### config.mk
export PLATFORM = sky130hd
export DESIGN_NAME = ext_irq_ctrl
export DESIGN_NICKNAME = d
export VERILOG_FILES = /design/src/rtl/ext_irq_pkg.sv /design/src/rtl/ext_irq_sync.sv /design/src/rtl/ext_irq_regs.sv /design/src/rtl/ext_irq_flags.sv /design/src/rtl/ext_irq_req.sv /design/src/rtl/ext_irq_ctrl.sv
export SDC_FILE = /design/constraint.sdc
export NUM_CORES = 1
export LEC_CHECK = 0
export BUFFER_PORTS_ARGS = -buffer_cell sky130_fd_sc_hd__buf_2
export CORE_MARGIN = 1.5
export CORE_UTILIZATION = 35
export DETAILED_ROUTE_END_ITERATION = 8
export PLACE_DENSITY = 0.63
export SLEW_MARGIN = 0
export SYNTH_ARGS = -nofsm -noshare
export SYNTH_HDL_FRONTEND = slang
export SYNTH_HIERARCHICAL = 1
export SYNTH_SLANG_ARGS = --single-unit
### constraint.sdc
create_clock -name clk -period 1.1 [get_ports clk]
set_input_delay 0.22 -clock clk [delete_from_list [all_inputs] [get_ports clk]]
set_output_delay 0.22 -clock clk [all_outputs]
set_load 0.005 [all_outputs]
### src/rtl/ext_irq_pkg.sv
package ext_irq_pkg;
  localparam int ADDR_W = 2;
  typedef enum logic [ADDR_W-1:0] {
    REG_POLARITY = 2'd0,
    REG_ENABLE   = 2'd1,
    REG_PRIORITY = 2'd2,
    REG_CLEAR    = 2'd3
  } reg_sel_e;
endpackage

### src/rtl/ext_irq_sync.sv
module ext_irq_sync #(
  parameter int N_PINS = 4,
  parameter int STAGES = 2
) (
  input  logic              clk,
  input  logic              rst_n,
  input  logic [N_PINS-1:0] pin_in,
  output logic [N_PINS-1:0] rise_evt,
  output logic [N_PINS-1:0] fall_evt
);
  localparam int LAST = STAGES - 1;

  for (genvar p = 0; p < N_PINS; p++) begin : g_pin
    logic [STAGES-1:0] chain;
    logic              prev;
    always_ff @(posedge clk or negedge rst_n) begin
      if (!rst_n) begin
        chain <= '0;
        prev  <= 1'b0;
      end else begin
        chain <= {chain[STAGES-2:0], pin_in[p]};
        prev  <= chain[LAST];
      end
    end
    assign rise_evt[p] = chain[LAST] & ~prev;
    assign fall_evt[p] = ~chain[LAST] & prev;
  end
endmodule

### src/rtl/ext_irq_regs.sv
module ext_irq_regs
  import ext_irq_pkg::*;
#(
  parameter int N_PINS = 4
) (
  input  logic              clk,
  input  logic              rst_n,
  input  logic              reg_we,
  input  logic [ADDR_W-1:0] reg_addr,
  input  logic [N_PINS-1:0] reg_wdata,
  output logic [N_PINS-1:0] cfg_rise,
  output logic [N_PINS-1:0] cfg_en,
  output logic [N_PINS-1:0] cfg_prio,
  output logic [N_PINS-1:0] clr_mask
);
  logic [N_PINS-1:0] rise_q, en_q, prio_q;
  reg_sel_e          sel;

  assign sel = reg_sel_e'(reg_addr);

  always_ff @(posedge clk or negedge rst_n) begin
    if (!rst_n) begin
      rise_q <= '0;
      en_q   <= '0;
      prio_q <= '0;
    end else if (reg_we) begin
      case (sel)
        REG_POLARITY: rise_q <= reg_wdata;
        REG_ENABLE:   en_q   <= reg_wdata;
        REG_PRIORITY: prio_q <= reg_wdata;
        default:      ;
      endcase
    end
  end

  assign clr_mask = (reg_we && sel == REG_CLEAR) ? reg_wdata : '0;
  assign cfg_rise = rise_q;
  assign cfg_en   = en_q;
  // pin 0 is hardwired to the high request line
  assign cfg_prio = {prio_q[N_PINS-1:1], 1'b1};
endmodule

### src/rtl/ext_irq_flags.sv
module ext_irq_flags #(
  parameter int N_PINS = 4
) (
  input  logic              clk,
  input  logic              rst_n,
  input  logic [N_PINS-1:0] rise_evt,
  input  logic [N_PINS-1:0] fall_evt,
  input  logic [N_PINS-1:0] cfg_rise,
  input  logic [N_PINS-1:0] clr_mask,
  output logic [N_PINS-1:0] flag_q
);
  logic [N_PINS-1:0] hit;

  assign hit = (rise_evt & cfg_rise) | (fall_evt & ~cfg_rise);

  always_ff @(posedge clk or negedge rst_n) begin
    if (!rst_n) flag_q <= '0;
    else        flag_q <= (flag_q & ~clr_mask) | hit;  // set wins
  end
endmodule

### src/rtl/ext_irq_req.sv
module ext_irq_req #(
  parameter int N_PINS = 4
) (
  input  logic              clk,
  input  logic              rst_n,
  input  logic [N_PINS-1:0] flag_q,
  input  logic [N_PINS-1:0] cfg_en,
  input  logic [N_PINS-1:0] cfg_prio,
  input  logic              sleeping,
  input  logic              global_en,
  output logic              irq_hi,
  output logic              irq_lo,
  output logic              wake_req,
  output logic              vector_req
);
  logic [N_PINS-1:0] live;
  logic              hi_q, lo_q, wake_d, vec_q, wake_now;

  assign live     = flag_q & cfg_en;
  assign wake_req = |live;
  assign wake_now = sleeping & wake_req;

  always_ff @(posedge clk or negedge rst_n) begin
    if (!rst_n) begin
      hi_q   <= 1'b0;
      lo_q   <= 1'b0;
      wake_d <= 1'b0;
      vec_q  <= 1'b0;
    end else begin
      hi_q   <= |(live & cfg_prio);
      lo_q   <= |(live & ~cfg_prio);
      wake_d <= wake_now;
      vec_q  <= wake_now & ~wake_d & global_en;
    end
  end

  assign irq_hi     = hi_q;
  assign irq_lo     = lo_q;
  assign vector_req = vec_q;
endmodule

### src/rtl/ext_irq_ctrl.sv
module ext_irq_ctrl
  import ext_irq_pkg::*;
#(
  parameter int N_PINS = 4
) (
  input  logic              clk,
  input  logic              rst_n,
  input  logic [N_PINS-1:0] pin_in,
  input  logic              reg_we,
  input  logic [1:0]        reg_addr,
  input  logic [N_PINS-1:0] reg_wdata,
  input  logic              sleeping,
  input  logic              global_en,
  output logic [N_PINS-1:0] flags,
  output logic              irq_hi,
  output logic              irq_lo,
  output logic              wake_req,
  output logic              vector_req
);
  logic [N_PINS-1:0] rise_evt, fall_evt;
  logic [N_PINS-1:0] cfg_rise, cfg_en, cfg_prio, clr_mask, flag_q;

  ext_irq_sync #(.N_PINS(N_PINS), .STAGES(2)) u_sync (
    .clk(clk), .rst_n(rst_n), .pin_in(pin_in),
    .rise_evt(rise_evt), .fall_evt(fall_evt)
  );

  ext_irq_regs #(.N_PINS(N_PINS)) u_regs (
    .clk(clk), .rst_n(rst_n), .reg_we(reg_we), .reg_addr(reg_addr),
    .reg_wdata(reg_wdata), .cfg_rise(cfg_rise), .cfg_en(cfg_en),
    .cfg_prio(cfg_prio), .clr_mask(clr_mask)
  );

  ext_irq_flags #(.N_PINS(N_PINS)) u_flags (
    .clk(clk), .rst_n(rst_n), .rise_evt(rise_evt), .fall_evt(fall_evt),
    .cfg_rise(cfg_rise), .clr_mask(clr_mask), .flag_q(flag_q)
  );

  ext_irq_req #(.N_PINS(N_PINS)) u_req (
    .clk(clk), .rst_n(rst_n), .flag_q(flag_q), .cfg_en(cfg_en),
    .cfg_prio(cfg_prio), .sleeping(sleeping), .global_en(global_en),
    .irq_hi(irq_hi), .irq_lo(irq_lo), .wake_req(wake_req),
    .vector_req(vector_req)
  );

  assign flags = flag_q;
endmodule

==> flow_metrics.tcl <==
set metrics [dict create \
    synthCells 88 \
    syn_nets 103 \
    synth_cell_types 19 \
    finalHoldViolCount 0 \
    p_switching_mw 0.657 \
    instances_no_fill 182 \
    period_share 1.23 \
    rr_startpoint "u_flags/flag_q[1]" \
    drt_iter0_drc 8 \
    routedWlPerCell_um 11.5 \
    finalClockSkew_ns 0.00367 \
    dieArea_mm2 0.00383 \
    grt_pass1_vias 749 \
    switching_share 0.245 \
    start_kind "register" \
    r2r_end "u_req/irq_lo" \
    overflow 0 \
    cts.sinks 31 \
    drc 0 \
    die_x_um 61.9 \
    clkPwrFrac 0.275 \
    violations "setup timing" \
    dp_hpwl_mm 1.59 \
    cts_tree "built" \
    status "complete, but fails checks" \
    crit_fanout 2 \
    hold_path_class "in2reg" \
    timing.hold.ws_ns 0.153 \
    min_to "u_req/vector_req" \
    diodes 0 \
    io_buffers 22 \
    nets 150 \
    synth_seq_cells 31 \
    clk_latency_ns 0.31 \
    p_int_mw 2.02 \
    fmax_ghz 0.737 \
    path_clk_slew_ns 0.09 \
    start_util 0.363 \
    vias 806 \
    clockBufferDepth 2 \
    drv_slew 0 \
    dp.cells 162 \
    htree_num_levels 2 \
    gp_congestion 0.704 \
    comb_power_share 0.208 \
    arrival_ns 1.14 \
    grt_max_degree 19 \
    required_ns 0.88 \
    grt_pass1_wl_mm 3.53 \
    layout_min_cycle_time_ns 1.36 \
    yosysSeqAreaShare 0.640 \
    hp-start "global_en" \
    r2r_setup_slack_ns 0.12 \
    mostFrequentLayoutCells "dfrtp_1, buf_2, mux2_2" \
    timing.max_cap.violations 0 \
    drive_above_1_share 0.426 \
    ir_worst_vdd_v 0.000822 \
    final_common_cell "dfrtp_1" \
    rsz0062_at_grt "true" \
    dr.pass1.iters 4 \
    r2r_cells 4 \
    via_per_inst 4.43 \
    root_buffer "clkbuf_4" \
    io-pin-count 23 \
    antenna_found_initial 0 \
    syn_to_final_growth_pct 36.0 \
    setup_viol 5 \
    syn-cell-area_mm2 0.00121 \
    grt_usage 0.133 \
    power_leakage_nw 0.771 \
    rows 21 \
    syn_area_per_cell_um2 13.8 \
    cts_inserted_buffers 5 \
    die_h_um 61.9 \
    yosysWarnings 6 \
    whs_path_depth 3 \
    endpoint_kind "output pin" \
    wl_mm 2.10 \
    power_frac_seq 0.517 \
    finalWorstSetupSlack_ns -0.257 \
    criticalPathCategory "reg2out" \
    core_region_area_mm2 0.00334 \
    drtAntennaViolNets 0 \
    power_density_mw_per_mm2 1620 \
]
==> metal layers <==
metal	GRT usage	vias up	part of all wire
li1	-	400	-
met1	0.190	382	0.48
met2	0.185	20	0.46
met3	0.0435	4	0.048
met4	0.0547	0	0.011
met5	0	-	0
==> stage by stage <==
step                      TNS [ns]  cell area, um^2  utilization  total power, mW  setup WS (ns)
after floorplan                  0             1210            -             1.63          0.168
after global placement           0             1440        0.431             1.85         0.0113
after detailed placement    -0.177             1440        0.431             1.87        -0.0471
after CTS                   -0.679             1610        0.483             2.68         -0.307
after global routing        -0.925             1650        0.494             2.83         -0.333
final                       -0.668             1650        0.494             2.68         -0.257
==> registers in the layout (all words and copies together) (netlist names) <==
| signal | count |
|---|---|
| u_regs/cfg_rise | 4 |
| u_sync/g_pin.chain | 8 |
| u_req/wake_d | 1 |
| u_sync/g_pin.prev | 4 |
| u_regs/cfg_en | 4 |
| u_flags/flag_q | 4 |
| u_req/vector_req | 1 |
| u_req/irq_lo | 1 |
| u_regs/prio_q | 3 |
| u_req/irq_hi | 1 |
==> Yosys cell counts <==
master      n  area share
buf_4       1      0.0062
a21boi_1    1      0.0062
conb_1      1      0.0031
mux2_2     11        0.10
nand2_1     2      0.0062
a22oi_2     2       0.021
dfrtp_1    31        0.64
nand3b_1    6       0.037
and2_1      4       0.021
o21ai_1     4       0.017
a21oi_1     1      0.0041
mux2i_1     4       0.033
o2111ai_1   1      0.0072
nand3_1     4       0.017
nand4_1     1      0.0052
and3_2      1      0.0062
nor3b_4     1       0.015
nor2b_1     8       0.041
inv_1       4       0.012
==> worst max-delay path: stages (launching register included) <==
cell and delay [ns]:
dfrtp_1 0.40, a22oi_2 0.21, nand2_1 0.08, buf_2 0.13
==> worst max path at each step <==
| stage | cells after the start | slack (ns) | startpoint | to |
|---|---|---|---|---|
| after floorplan | 2 | 0.17 | u_flags/flag_q[2] | wake_req |
| after global placement | 3 | 0.01 | reg_addr[0] | u_regs/cfg_rise[1] |
| after detailed placement | 3 | -0.05 | reg_addr[0] | u_regs/cfg_rise[2] |
| after CTS | 3 | -0.31 | u_regs/cfg_en[0] | wake_req |
| after global routing | 3 | -0.33 | u_regs/cfg_en[2] | wake_req |
| final | 3 | -0.26 | u_flags/flag_q[0] | wake_req |
==> cell type report <==
type,instances,area (um^2)
multi-input cells,52,414
inverters,4,15.0
flip-flops and latches,31,776
well taps,46,57.6
fillers,304,1690
repair buffers,41,318
clock buffers,8,68.8
==> power groups by stage <==
stage	logic [mW]	clock network, mW	registers, mW
after floorplan	0.217	0	1.41
after global placement	0.436	0	1.41
after detailed placement	0.449	0	1.42
after CTS	0.525	0.760	1.39
after global routing	0.615	0.815	1.40
final	0.556	0.737	1.39
==> cell families after synthesis <==
logic type             synth area share
AND/OR/NAND/NOR                   0.149
AO/OA/AOI/OAI                    0.0547
other                           0.00309
buffers and inverters            0.0186
multiplexers                      0.135
flip-flops                        0.640
==> timing repair <==
action                                 in CTS  in global routing
buffers inserted                            3                  6
pin swaps                                   1                  2
gates resized for setup                     8                  1
endpoints found under the hold margin      17                  0
hold buffers                                5                  0
setup endpoints to repair                   5                  5
(Power assumes the default switching activity.)
